==> src/rtl/busfree_pkg.sv <==
package busfree_pkg;

    typedef enum logic [2:0] {
        ST_IDLE,
        ST_LOW,
        ST_HIGH,
        ST_STOP_BOTH,
        ST_STOP_SDA,
        ST_STOP_REL
    } bf_state_e;

    typedef struct packed {
        logic scl;
        logic sda;
    } bf_force_t;

    function automatic bf_force_t force_of(bf_state_e s);
        bf_force_t f;
        f.scl = (s == ST_LOW) || (s == ST_STOP_BOTH);
        f.sda = (s == ST_STOP_BOTH) || (s == ST_STOP_SDA);
        return f;
    endfunction

endpackage

==> src/rtl/busfree_timer.sv <==
module busfree_timer #(
    parameter int LEN_W = 8
) (
    input  logic             clk,
    input  logic             rst,
    input  logic             load_i,
    input  logic [LEN_W-1:0] len_i,
    output logic             expire_o
);
    logic [LEN_W-1:0] cnt;

    always_ff @(posedge clk) begin
        if (rst) begin
            cnt <= '0;
        end else if (load_i) begin
            cnt <= len_i - 1'b1;
        end else if (cnt != '0) begin
            cnt <= cnt - 1'b1;
        end
    end

    assign expire_o = (cnt == '0);

    a_r2_timer_counts: assert property (@(posedge clk) disable iff (rst)
        (!load_i && cnt != '0) |=> (cnt == $past(cnt) - 1'b1));

endmodule

==> src/rtl/busfree_ctrl.sv <==
module busfree_ctrl
    import busfree_pkg::*;
#(
    parameter int LEN_W      = 8,
    parameter int MAX_PULSES = 9
) (
    input  logic             clk,
    input  logic             rst,
    input  logic             start_i,
    input  logic             sda_i,
    input  logic [LEN_W-1:0] phase_len_i,
    input  logic             expire_i,
    output logic             load_o,
    output logic [LEN_W-1:0] load_val_o,
    output logic             scl_force_o,
    output logic             sda_force_o,
    output logic             done_o,
    output logic             ok_o,
    output logic             busy_o
);
    localparam int PC_W = $clog2(MAX_PULSES + 1);

    bf_state_e        state, nxt;
    logic [LEN_W-1:0] len_q, len_eff;
    logic [PC_W-1:0]  pulses;
    logic             fin, accept, skip;
    bf_force_t        frc;

    assign len_eff = (phase_len_i == '0) ? LEN_W'(1) : phase_len_i;
    assign accept  = (state == ST_IDLE) && start_i;
    assign skip    = accept && sda_i;

    always_comb begin
        nxt        = state;
        load_o     = 1'b0;
        load_val_o = len_q;
        fin        = 1'b0;
        unique case (state)
            ST_IDLE: if (accept && !sda_i) begin
                nxt        = ST_LOW;
                load_o     = 1'b1;
                load_val_o = len_eff;
            end
            ST_LOW: if (expire_i) begin
                nxt    = ST_HIGH;
                load_o = 1'b1;
            end
            ST_HIGH: if (expire_i) begin
                load_o = 1'b1;
                if (!sda_i && (pulses < PC_W'(MAX_PULSES))) nxt = ST_LOW;
                else                                         nxt = ST_STOP_BOTH;
            end
            ST_STOP_BOTH: if (expire_i) begin
                nxt    = ST_STOP_SDA;
                load_o = 1'b1;
            end
            ST_STOP_SDA: if (expire_i) begin
                nxt    = ST_STOP_REL;
                load_o = 1'b1;
            end
            ST_STOP_REL: if (expire_i) begin
                nxt = ST_IDLE;
                fin = 1'b1;
            end
            default: nxt = ST_IDLE;
        endcase
    end

    always_ff @(posedge clk) begin
        if (rst) begin
            state  <= ST_IDLE;
            len_q  <= LEN_W'(1);
            pulses <= '0;
            done_o <= 1'b0;
            ok_o   <= 1'b0;
        end else begin
            state  <= nxt;
            done_o <= fin || skip;
            if (accept) begin
                len_q  <= len_eff;
                pulses <= sda_i ? '0 : PC_W'(1);
                ok_o   <= sda_i;
            end else if (state == ST_HIGH && nxt == ST_LOW) begin
                pulses <= pulses + 1'b1;
            end
            if (fin) ok_o <= sda_i;
        end
    end

    assign frc         = force_of(state);
    assign scl_force_o = frc.scl;
    assign sda_force_o = frc.sda;
    assign busy_o      = (state != ST_IDLE);

    a_r8_reset_quiet: assert property (@(posedge clk)
        $past(rst) |-> (!busy_o && !done_o && !ok_o && !scl_force_o && !sda_force_o));
    a_r1_high_skip: assert property (@(posedge clk) disable iff (rst)
        skip |=> (!busy_o && done_o && ok_o));
    a_r2_idle_released: assert property (@(posedge clk) disable iff (rst)
        !busy_o |-> (!scl_force_o && !sda_force_o));
    a_r3_pulse_cap: assert property (@(posedge clk) disable iff (rst)
        pulses <= PC_W'(MAX_PULSES));
    a_r4_sda_with_scl: assert property (@(posedge clk) disable iff (rst)
        $rose(sda_force_o) |-> scl_force_o);
    a_r4_sda_last: assert property (@(posedge clk) disable iff (rst)
        $fell(sda_force_o) |-> (!scl_force_o && $past(!scl_force_o)));
    a_r5_done_single: assert property (@(posedge clk) disable iff (rst)
        done_o |=> !done_o);
    a_r5_done_idle: assert property (@(posedge clk) disable iff (rst)
        done_o |-> !busy_o);
    a_r6_len_held: assert property (@(posedge clk) disable iff (rst)
        (busy_o && $past(busy_o)) |-> $stable(len_q));

endmodule

==> src/rtl/busfree_seq.sv <==
module busfree_seq #(
    parameter int LEN_W      = 8,
    parameter int MAX_PULSES = 9
) (
    input  logic             clk,
    input  logic             rst,
    input  logic             start_i,
    input  logic             sda_i,
    input  logic [LEN_W-1:0] phase_len_i,
    output logic             scl_force_o,
    output logic             sda_force_o,
    output logic             done_o,
    output logic             ok_o,
    output logic             busy_o
);
    logic             load, expire;
    logic [LEN_W-1:0] load_val;

    busfree_timer #(.LEN_W(LEN_W)) u_timer (
        .clk      (clk),
        .rst      (rst),
        .load_i   (load),
        .len_i    (load_val),
        .expire_o (expire)
    );

    busfree_ctrl #(.LEN_W(LEN_W), .MAX_PULSES(MAX_PULSES)) u_ctrl (
        .clk         (clk),
        .rst         (rst),
        .start_i     (start_i),
        .sda_i       (sda_i),
        .phase_len_i (phase_len_i),
        .expire_i    (expire),
        .load_o      (load),
        .load_val_o  (load_val),
        .scl_force_o (scl_force_o),
        .sda_force_o (sda_force_o),
        .done_o      (done_o),
        .ok_o        (ok_o),
        .busy_o      (busy_o)
    );

endmodule

==> config.mk <==
export PLATFORM = sky130hd
export DESIGN_NAME = busfree_seq
export DESIGN_NICKNAME = d
export VERILOG_FILES = /design/src/rtl/busfree_pkg.sv /design/src/rtl/busfree_timer.sv /design/src/rtl/busfree_ctrl.sv /design/src/rtl/busfree_seq.sv
export SDC_FILE = /design/constraint.sdc
export NUM_CORES = 1
export LEC_CHECK = 0
export BUFFER_PORTS_ARGS = -buffer_cell sky130_fd_sc_hd__buf_2
export CAP_MARGIN = 20
export CELL_PAD_IN_SITES_DETAIL_PLACEMENT = 1
export CELL_PAD_IN_SITES_GLOBAL_PLACEMENT = 2
export CORE_ASPECT_RATIO = 0.75
export CORE_MARGIN = 3
export CORE_UTILIZATION = 33
export CTS_CLUSTER_SIZE = 10
export DETAILED_ROUTE_END_ITERATION = 10
export PLACE_DENSITY = 0.74
export SKIP_LAST_GASP = 1
export SLEW_MARGIN = 15
export SYNTH_ARGS = -nofsm -noshare
export SYNTH_HDL_FRONTEND = slang
export SYNTH_SLANG_ARGS = --single-unit
==> constraint.sdc <==
create_clock -name clk -period 3.75 [get_ports clk]
set_input_delay 1.125 -clock clk [delete_from_list [all_inputs] [get_ports clk]]
set_output_delay 1.125 -clock clk [all_outputs]
set_load 0.005 [all_outputs]
; ---- After elaboration in Yosys (flattened, before gate mapping)
; Cells that the tools add are included.
[op_classes]
add_sub_neg = 3
shifts = 0
reduce_logical = 18
muxes = 22
eq_ne = 6
bitwise_logic = 0
mul = 0
div = 0
order_cmp = 1
[ops]
columns = operator, count
row1 = 8-bit 2-to-1 mux, 5
row2 = 3-bit 2-to-1 mux, 6
row3 = 3-bit case mux with 6 select lines, 1
row4 = 8-bit logical NOT, 2
row5 = "8-bit by 1-bit subtractor with 8-bit output, second input constant", 2
row6 = 4-bit 2-to-1 mux, 2
row7 = 8-bit nonzero test, 1
row8 = "3-bit by 1-bit == test with 1-bit output, second input constant", 2
row9 = "3-bit by 2-bit == test with 1-bit output, second input constant", 2
row10 = "3-bit == test, second input constant", 2
row11 = 1-bit 2-to-1 mux, 6
row12 = 2-bit nonzero test, 3
row13 = 1-bit logical AND, 5
row14 = "4-bit by 1-bit adder with 4-bit output, second input constant", 1
row15 = "4-bit < comparator, second input constant", 1
row16 = 4-bit OR reduction, 1
row17 = 3-bit logical NOT, 1
row18 = 1-bit logical OR, 3
row19 = 3-bit nonzero test, 1
row20 = 2-bit 2-to-1 mux, 1
row21 = 1-bit case mux with 2 select lines, 1
row22 = 1-bit logical NOT, 1
[totals]
register_bits = 25
output_inout_bits = 5
mem_count = 0
latch_bits = 0
romBits = 0
ramBits = 0

; ---- Depth between registers and ports, before layout
; Gate-level depths: netlist of run 1.
[logic_depth]
word_depth = 9
mapped_depth = 13
depth_no_buf = 10

; ---- Cells and area by module
; From an unflattened synthesis of run 1, not the netlist that was laid out.
[unflattened]
cells_unflattened = 163
area_unflattened_um2 = 1423.9
[by_module_without_submodules]
columns = module, n_inst, area_each_um2, cells_each
row1 = busfree_ctrl, 1, 923.4, 108
row2 = busfree_timer, 1, 500.5, 55

; ---- Worst setup path before layout of run 1
; Ideal clock, no wire load.
[synth_timing]
path_type = input -> register
startpoint = input port start_i
endpoint = register u_timer.cnt[6]
slack_ps = 623
setup_ps = 70
arrival_time_ps = 3057
path_buffers = 1
path_stages = 8
path_cell_list = nor4b_2 > nand2b_1 > clkbuf_1 > a221oi_1 > ha_1 > nand2_1 > or4_1 > a21oi_1
[synth_via]
elab_chain_len = 6
elab_cells_between_ends = 9
[synth_lines]
columns = element, line_no
row1 = start: declaration, busfree_seq.sv:7  ; input logic start_i,
row2 = 1-bit logical AND (*), busfree_ctrl.sv:30  ; assign accept = (state == ST_IDLE) && start_i;
row3 = 1-bit logical AND (*), busfree_ctrl.sv:39  ; ST_IDLE: if (accept && !sda_i) begin
row4 = 8-bit 2-to-1 mux, busfree_ctrl.sv:39
row5 = 8-bit 2-to-1 mux, busfree_ctrl.sv:38  ; unique case (state)
row6 = 8-bit by 1-bit subtractor with 8-bit output, busfree_timer.sv:16  ; cnt <= len_i - 1'b1;
row7 = 8-bit 2-to-1 mux, busfree_timer.sv:15  ; end else if (load_i) begin
row8 = end signal: assignment, busfree_timer.sv:16
row9 = end signal: assignment, busfree_timer.sv:18  ; cnt <= cnt - 1'b1;
row10 = end: declaration, busfree_timer.sv:10  ; logic [LEN_W-1:0] cnt;
; Every way passes the cells marked *; elsewhere a longest branch is shown, timed or not.
; A chain may end at the register's enable or synchronous reset.

; ---- Worst setup path in the final report of run 1
; Same ends and word-level chain as after synthesis.

==> parameters.txt, run 1 <==
Parameter                              Value

Pwr
  Leakage power total ... approximately 0.6 nW
  Worst vdd ir ... about 250 uV
  Pint ... between 0.0005 and 0.0006 W
  Net switching power of the design ... ~0.00039 W
  Proportion of total power due to net switching ... 41.2%
  Gate power share ... between 40% and 50%
  Fraction of power consumed by sequential logic ... roughly 40%
  Pwr per Cell Area ... 616 nW/um^2
  Clk pwr share ... between 10% and 20%

STA
  Setup violators final ... 0
  Tightest slew margin relative to the limit ... 58.8%
  Final worst clock skew ... 0.00430 ns
  Final setup TNS ... 0 ns
  Period utilization ... between 70% and 80%
  Top achievable clock speed ... about 330 MHz
  RSZ-0062 raised after global routing ... false
  Max Transition Viols Final ... 0
  Transition time at the pin with the least slew margin ... approximately 0.62 ns
  Final Hold Vio Count ... 0
  Tmin final ... 2.99 ns

CTS
  CTS Root Cell ... sky130_fd_sc_hd__clkbuf_8
  Count of H-tree levels built during CTS ... 1
  Number of buffers added to fix hold violations after cts ... 0
  Count of instances resized after the clock tree is built ... 0
  Deepest clock path buffer count ... 2
  Clk Latency, worst-skew pair ... 0.28 ns
  CTS tree ... yes
  TritonCTS Sinks ... 25
  Buffers inserted by post-CTS timing repair ... 0
  Number of buffers created by CTS ... 3
  Clock Pin Slew Worst Setup and Hold Paths ... ~0.090 ns

Synthesis
  Cell taking the most area after synthesis ... sky130_fd_sc_hd__dfxtp_1
  Count of mapped cells out of synthesis ... ~180
  Share of cell area taken by muxes after synthesis ... 3.67%
  Netlist area before placement ... approximately 1400 um^2
  Post-Synth Simple-Gate Area ... between 20% and 30%
  Syn_nets ... approximately 190
  Portion of synthesized cell area occupied by the leading cell type ... a little under two fifths
  Syn Area/Cell ... around 7.7 um^2
  Number of synthesized register bits ... 25
  Post-synthesis share of cell area spent on xor and xnor gates ... 1.93%
  Dominant combinational cell family by area after synthesis ... simple AND/OR/NAND/NOR gates
  Largest cells by area after synthesis ... sky130_fd_sc_hd__dfxtp_1 (37%), sky130_fd_sc_hd__nand2_1 (6.6%), sky130_fd_sc_hd__nor2_1 (6.6%), sky130_fd_sc_hd__a21oi_1 (6.2%), sky130_fd_sc_hd__mux2i_1 (3.7%)
  Number of library cell types mapped by synthesis ... between 40 and 50
  Portion of the post-synthesis area used by sequential elements ... between 30% and 40%
  Adder-cell share of the synthesized area ... 2.75%
  Warnings from Yosys ... 0
  Compound-cell area share of the yosys netlist ... around a quarter

Setup path
  End of the worst register-to-register path ... u_timer.cnt[6]
  First element of the critical path ... start_i
  Startpoint of the lowest-slack register-to-register path ... u_ctrl.state[1]
  Slowest CP cell ... sky130_fd_sc_hd__or4b_4
  Path length in cells of the critical path ... 9
  Crit path cell chain ... buf_2 > or4b_4 > nor2_2 > nor2_1 > a21oi_1 > ha_1 > nand2_1 > or4_1 > a21oi_1
  Largest stage delay, worst path ... around 0.55 ns
  Worst reg-to-reg path cell count ... 8
  Critical path buffer and inverter count ... 1
  Worst path most repeated cell ... sky130_fd_sc_hd__a21oi_1
  WS Path Type ... in -> reg
  Worst reg-to-reg setup slack ... 0.78 ns
  Data arrival time of the critical path ... 3.20 ns
  Maximum fanout encountered on the critical timing path ... 12
  Cell family with the largest share of critical-path delay ... simple AND/OR/NAND/NOR gates
  Required arrival time at the worst endpoint ... between 3 and 4 ns
  Type of element capturing the critical path ... register
  Nature of the critical path startpoint ... input pin
  Capture point of the critical path ... u_timer.cnt[6]

Cells and area
  Layout area overhead ... 11.4%
  Nets@finish ... just over 200
  Fillers ... between 400 and 500
  Final Core Density ... 39.9%
  Leading cell types in the layout, fill and taps excluded ... sky130_fd_sc_hd__dfxtp_1 (25), sky130_fd_sc_hd__nor2_1 (24), sky130_fd_sc_hd__nand2_1 (24)
  Antenna Cells ... 0
  Ratio of cells with drive above 1 in the final layout ... 14.5%
  Most frequent standard cell in the layout excluding fill and tap cells ... sky130_fd_sc_hd__dfxtp_1

Global routing
  Largest net degree at the start of global routing ... 20
  Sum of overflow across all layers after global routing ... 0
  All-layer global routing usage ... roughly 17%
  Global-route wire length before repair ... 6.53 mm
  Via count of the first global-routing pass ... around 1300
  Initial antenna violation count ... 0

Floorplan
  Io pins ... 17
  FP Rows ... 19
  Area of the core ... ~3800 um^2
  Total die area ... 4940 um^2
  Die X-Extent ... 80.2 um
  Initial core utilization ... between 30 and 40%
  Vertical die dimension ... between 60 and 70 um

Worst hold path
  Startpoint of the lowest-slack hold path ... u_ctrl.len_q[7]
  Worst min-delay path category ... reg -> reg

Detailed routing
  Via count of the routed design ... between 1000 and 1500
  Initial drt markers ... 98
  Number of detailed-route iterations in the first pass ... 6
  Detailed-route wire length ... 3.83 mm
  Avg WL per Cell ... around 16 um
  Remaining design rule violation count ... 0
  Vias per cell ... between 5 and 6
  ANT nets after route ... 0

Run status
  Outcome ... finished clean

Job
  Max cap viols ... 0

Placed design
  Port bufs ... 16
  Routability cong. ... a little under 0.9
  Final HPWL from detailed placement ... 2.87 mm
[layout make-up]
| cell class | instances | area, um^2 | share of cell area (%) |
|---|---|---|---|
| multi-input cells | 135 | 792 | 52.2 |
| flip-flops and latches | 25 | 500 | 33.0 |
| inverters | 3 | 11.3 | 0.742 |
| clock buffers | 3 | 41.3 | 2.72 |
| clock inverters | 1 | 5.00 | 0.330 |
| well taps | 52 | 65.1 | 4.29 |
| repair buffers | 19 | 103 | 6.76 |
[registers in the layout, indices dropped and copies added, names as in the netlist]
name	cells
u_ctrl.done_o	1
u_ctrl.ok_o	1
u_ctrl.pulses	4
u_ctrl.len_q	8
u_timer.cnt	8
u_ctrl.state	3
[logic make-up (layout without fill, tap and decap cells)]
logic type | count (synthesis) | after routing
AO/OA/AOI/OAI | 49 | 49
flip-flops | 25 | 25
multiplexers | 5 | 5
buffers and inverters | 16 | 26
adder cells (fa/ha/maj) | 3 | 3
XOR/XNOR | 3 | 3
AND/OR/NAND/NOR | 75 | 75
[worst min path at each step]
| stage | cells after the start | end |
|---|---|---|
| after floorplan | 2 | u_ctrl.len_q[7] |
| after CTS | 2 | u_ctrl.len_q[7] |
| after detailed placement | 2 | u_ctrl.len_q[7] |
| final | 2 | u_ctrl.len_q[7] |
| after global routing | 2 | u_ctrl.len_q[7] |
| after global placement | 2 | u_ctrl.len_q[7] |
[synth_stat cells (all sizes together)]
| master | instances |
|---|---|
| a2111oi | 1 |
| a211o | 3 |
| a211oi | 1 |
| a21boi | 1 |
| a21oi | 17 |
| a221oi | 2 |
| a22o | 2 |
| a31o | 2 |
| a31oi | 6 |
| a32oi | 2 |
| and2 | 3 |
| and4b | 1 |
| buf | 3 |
| clkbuf | 10 |
| dfxtp | 25 |
| ha | 3 |
| inv | 3 |
| mux2i | 5 |
| nand2 | 24 |
| nand2b | 2 |
| nand3 | 4 |
| nand4 | 1 |
| nor2 | 25 |
| nor2b | 2 |
| nor3 | 5 |
| nor4b | 1 |
| o21a | 2 |
| o21ai | 6 |
| o21bai | 1 |
| o221ai | 1 |
| o22ai | 1 |
| o31ai | 1 |
| or2 | 2 |
| or3 | 3 |
| or4 | 1 |
| or4b | 1 |
| xnor2 | 2 |
| xor2 | 1 |
[power groups by stage]
stage | clock network (W) | logic [W] | registers, W
after floorplan | 0 | 0.000314 | 0.000351
after global placement | 0 | 0.000388 | 0.000369
after detailed placement | 0 | 0.000401 | 0.000370
after CTS | 0.000176 | 0.000404 | 0.000363
after global routing | 0.000186 | 0.000457 | 0.000370
final | 0.000168 | 0.000404 | 0.000363
[worst reg2reg max path, cell delays in order, from the launching register on]
cell and delay, ns:
sky130_fd_sc_hd__dfxtp_1 0.45, sky130_fd_sc_hd__or3_1 0.45, sky130_fd_sc_hd__and2_1 0.27, sky130_fd_sc_hd__and2_1 0.30
sky130_fd_sc_hd__a221oi_1 0.39, sky130_fd_sc_hd__ha_1 0.23, sky130_fd_sc_hd__nand2_1 0.13, sky130_fd_sc_hd__or4_1 0.53
sky130_fd_sc_hd__a21oi_1 0.15
[routing by layer]
layer  global-route usage, %  routed length (um)  vias to the layer above
met3                    4.39                 178                        4
met2                    26.9                1640                       21
met4                    4.34                  26                        0
met1                    24.2                1980                      616
li1                        -                   -                      643
met5                       0                   0                        -
[stage by stage]
stage	hold slack [ns]	setup WS, ns	total power, W	std cells	instance area [um^2]
2_1_floorplan	0.437	0.623	0.000665	176	1360
3_3_place_gp	0.444	0.580	0.000757	234	1470
3_5_place_dp	0.455	0.488	0.000771	234	1470
4_1_cts	0.468	0.785	0.000943	238	1520
5_1_grt	0.491	0.588	0.00101	238	1520
6_report	0.469	0.763	0.000935	238	1520
Note: power is estimated with default switching activity, not from simulation.
==> run 2, diff against run 1 <==
Settings changed: ABC_AREA from default to 1, CORE_UTILIZATION 33 to 29, PLACE_DENSITY 0.74 to 0.71.
Clock period 3.75 ns to 2.6 ns, I/O delays scaled along.
==> run 2 against run 1 <==
Effect of this change:
- clock skew up 0.0017 ns
- wire length is 6.2% higher
- setup slack lost 0.40 ns
- non-clock buffer count up 1
- highest routed layer unchanged
==> parameters.txt, run 2 <==
Parameter                              Value

Worst hold path
  Worst min-delay path category ... reg -> reg
  Worst Hold Path Cells ... 2
  Startpoint of the lowest-slack hold path ... u_ctrl.pulses[3]
  Hold Crit Endpoint ... u_ctrl.pulses[3]

Detailed routing
  Detailed-route wire length ... 4.07 mm
  Remaining design rule violation count ... 0
  Via count of the routed design ... 1433
  Initial drt markers ... 40
  Vias per cell ... around 4.5
  ANT nets after route ... 0
  Number of detailed-route iterations in the first pass ... 4
  Avg WL per Cell ... roughly 13 um

Cells and area
  Ratio of cells with drive above 1 in the final layout ... 18.8%
  Leading cell types in the layout, fill and taps excluded ... sky130_fd_sc_hd__nand2_1 (58), sky130_fd_sc_hd__inv_1 (31), sky130_fd_sc_hd__dfxtp_1 (25)
  Nets@finish ... between 200 and 300
  Fillers ... ~660
  Post-Layout Inst Area ... between 1500 and 2000 um^2
  Antenna Cells ... 0
  Final Core Density ... roughly a third
  Most frequent standard cell in the layout excluding fill and tap cells ... sky130_fd_sc_hd__nand2_1
  Largest registers ranked by flip-flop count ... u_ctrl.len_q x8, u_timer.cnt x8, u_ctrl.pulses x4
  Layout area overhead ... 12.8%

Global routing
  Initial antenna violation count ... 0
  Global-route wire length before repair ... 6.97 mm
  Largest net degree at the start of global routing ... 19
  Via count of the first global-routing pass ... between 1000 and 1500
  Sum of overflow across all layers after global routing ... 0
  All-layer global routing usage ... 13.7%

Pwr
  Leakage power total ... roughly 0.82 nW
  Pwr per Cell Area ... around 940 nW/um^2
  Worst vdd ir ... 212 uV

Placed design
  Final HPWL from detailed placement ... 3.27 mm
  Routability cong. ... approximately 0.76
  Placed Instance Area ... roughly 1700 um^2
  Port bufs ... 16

CTS
  Number of buffers created by CTS ... 3
  Count of H-tree levels built during CTS ... 1
  CTS tree ... yes
  TritonCTS Sinks ... 25
  Number of buffers added to fix hold violations after cts ... 0
  Count of instances resized after the clock tree is built ... 0
  Buffers inserted by post-CTS timing repair ... 0
  CTS Root Cell ... sky130_fd_sc_hd__clkbuf_8
  Clk Latency, worst-skew pair ... approximately 0.27 ns
  Clock Pin Slew Worst Setup and Hold Paths ... ~0.090 ns
  Deepest clock path buffer count ... 2

Synthesis
  Portion of the post-synthesis area used by sequential elements ... between 30% and 40%
  Syn_nets ... around 250
  Count leader, synth ... sky130_fd_sc_hd__nand2_1
  Cell types with the highest counts after synthesis ... sky130_fd_sc_hd__nand2_1 (58), sky130_fd_sc_hd__inv_1 (31), sky130_fd_sc_hd__dfxtp_1 (25)
  Netlist area before placement ... roughly 1600 um^2
  Portion of synthesized cell area occupied by the leading cell type ... a little under a third
  Count of mapped cells out of synthesis ... 232
  Post-synth EDFFs ... 0
  Cell taking the most area after synthesis ... sky130_fd_sc_hd__dfxtp_1
  Share of flip-flops with an asynchronous set or reset after synthesis ... 0%
  Number of synthesized register bits ... 25
  Dominant synthesized flop cell ... sky130_fd_sc_hd__dfxtp_1
  Syn Area/Cell ... 6.75 um^2
  Number of library cell types mapped by synthesis ... 31
  Warnings from Yosys ... 0
  Largest cells by area after synthesis ... sky130_fd_sc_hd__dfxtp_1 (32%), sky130_fd_sc_hd__nand2_1 (14%), sky130_fd_sc_hd__inv_1 (7.4%), sky130_fd_sc_hd__nand3_1 (6.1%), sky130_fd_sc_hd__o21ai_0 (5.4%)

STA
  Tightest slew margin relative to the limit ... between 70% and 80%
  Final worst clock skew ... between 0.005 and 0.006 ns
  Transition time at the pin with the least slew margin ... about 0.38 ns
  Period utilization ... between 80 and 90%
  Setup violators final ... 0
  Final Hold Vio Count ... 0
  Max Transition Viols Final ... 0
  RSZ-0062 raised after global routing ... false
  Top achievable clock speed ... about 450 MHz
  Final setup TNS ... 0 ns
  Tmin final ... between 2 and 2.5 ns
  Worst hold slack ... about 0.46 ns

Setup path
  End of the worst register-to-register path ... u_timer.cnt[6]
  Nature of the critical path startpoint ... register
  WS Path Type ... reg -> reg
  Data arrival time of the critical path ... approximately 2.4 ns
  Worst reg-to-reg path cell count ... 14
  Startpoint of the lowest-slack register-to-register path ... u_ctrl.state[2]
  Type of element capturing the critical path ... register
  Maximum fanout encountered on the critical timing path ... 13
  Worst reg-to-reg setup slack ... approximately 0.36 ns
  Required arrival time at the worst endpoint ... 2.75 ns

Floorplan
  Die X-Extent ... a little over 90 um
  FP Rows ... 22
  Initial core utilization ... 31.1%
  Vertical die dimension ... 69.6 um
  Area of the core ... 5040 um^2
  Io pins ... 17
  Total die area ... around 6300 um^2

Run status
  Outcome ... finished clean

Job
  Max cap viols ... 0
run 2: cell types whose count changed after synthesis, sizes merged, moves of 4 or more:
cell	previous run	this run
nand3b	0	4
clkbuf	10	1
mux2i	5	0
nand3	4	22
o21ai	6	21
nor3	5	1
inv	3	34
a21oi	17	12
a31oi	6	0
nand2	24	65
run 2: kinds of logic after synthesis:
kind of cell / after synthesis / synth area share, %
flip-flops: 25 / 32.0
buffers and inverters: 40 / 11.3
AND/OR/NAND/NOR: 121 / 37.8
adder cells (fa/ha/maj): 3 / 2.40
XOR/XNOR: 3 / 1.68
AO/OA/AOI/OAI: 40 / 14.9
run 2: stage by stage:
step / worst slack, ns / std cells / power [W]
global route: 0.0763 / 322 / 0.00185
finish: 0.361 / 322 / 0.00166
CTS: 0.333 / 322 / 0.00169
floorplan: 0.541 / 232 / 0.00123
global placement: 0.264 / 318 / 0.00146
detailed placement: 0.190 / 318 / 0.00144
run 2: layout make-up:
type,count,area (um^2),share of cell area (%)
multi-input combinational,167,888,50.3
tap,72,90.1,5.10
clock buffer,3,41.3,2.34
timing repair buffer,20,110,6.24
sequential,25,500,28.3
clock inverter,1,5.00,0.283
inverter,34,130,7.37
run 2: worst max-delay path by stage:
stage	slack [ns]	from	depth (start not counted)	to
finish	0.36	u_ctrl.state[2]	14	u_timer.cnt[6]
global route	0.08	u_ctrl.state[2]	14	u_timer.cnt[6]
floorplan	0.54	start_i	13	u_timer.cnt[6]
global placement	0.26	phase_len_i[4]	14	u_timer.cnt[6]
detailed placement	0.19	start_i	12	u_timer.cnt[4]
CTS	0.33	u_ctrl.state[2]	14	u_timer.cnt[6]
run 2: worst max-delay path, cell delays in order, from the launching register on:
cell                      delay (ns)
sky130_fd_sc_hd__dfxtp_1        0.49
sky130_fd_sc_hd__inv_2          0.09
sky130_fd_sc_hd__nand3_1        0.12
sky130_fd_sc_hd__nand2_1        0.10
sky130_fd_sc_hd__o21ai_4        0.27
sky130_fd_sc_hd__nand2_4        0.16
sky130_fd_sc_hd__nand2_1        0.13
sky130_fd_sc_hd__nand2_1        0.08
sky130_fd_sc_hd__ha_1           0.20
sky130_fd_sc_hd__nand3_1        0.15
sky130_fd_sc_hd__inv_1          0.06
sky130_fd_sc_hd__nand3_1        0.08
sky130_fd_sc_hd__nand2_1        0.05
sky130_fd_sc_hd__nor2_1         0.10
sky130_fd_sc_hd__nor2_1         0.05
run 2: power breakdown:
part           internal [W]  switching, W  total (W)
clock network      0.000107      0.000130   0.000238
registers          0.000466     0.0000619   0.000528
logic              0.000328      0.000571   0.000899
run 2: per-layer routing:
metal  part of all wire, %  vias to the layer above  wire length, um  global-route usage (%)
li1                      -                      782                -                       -
met1                    58                      638             2350                    21.5
met2                    39                       11             1580                    18.7
met3                   2.4                        2               99                    2.93
met4                  0.84                        0               34                    3.01
met5                     0                        -                0                       0
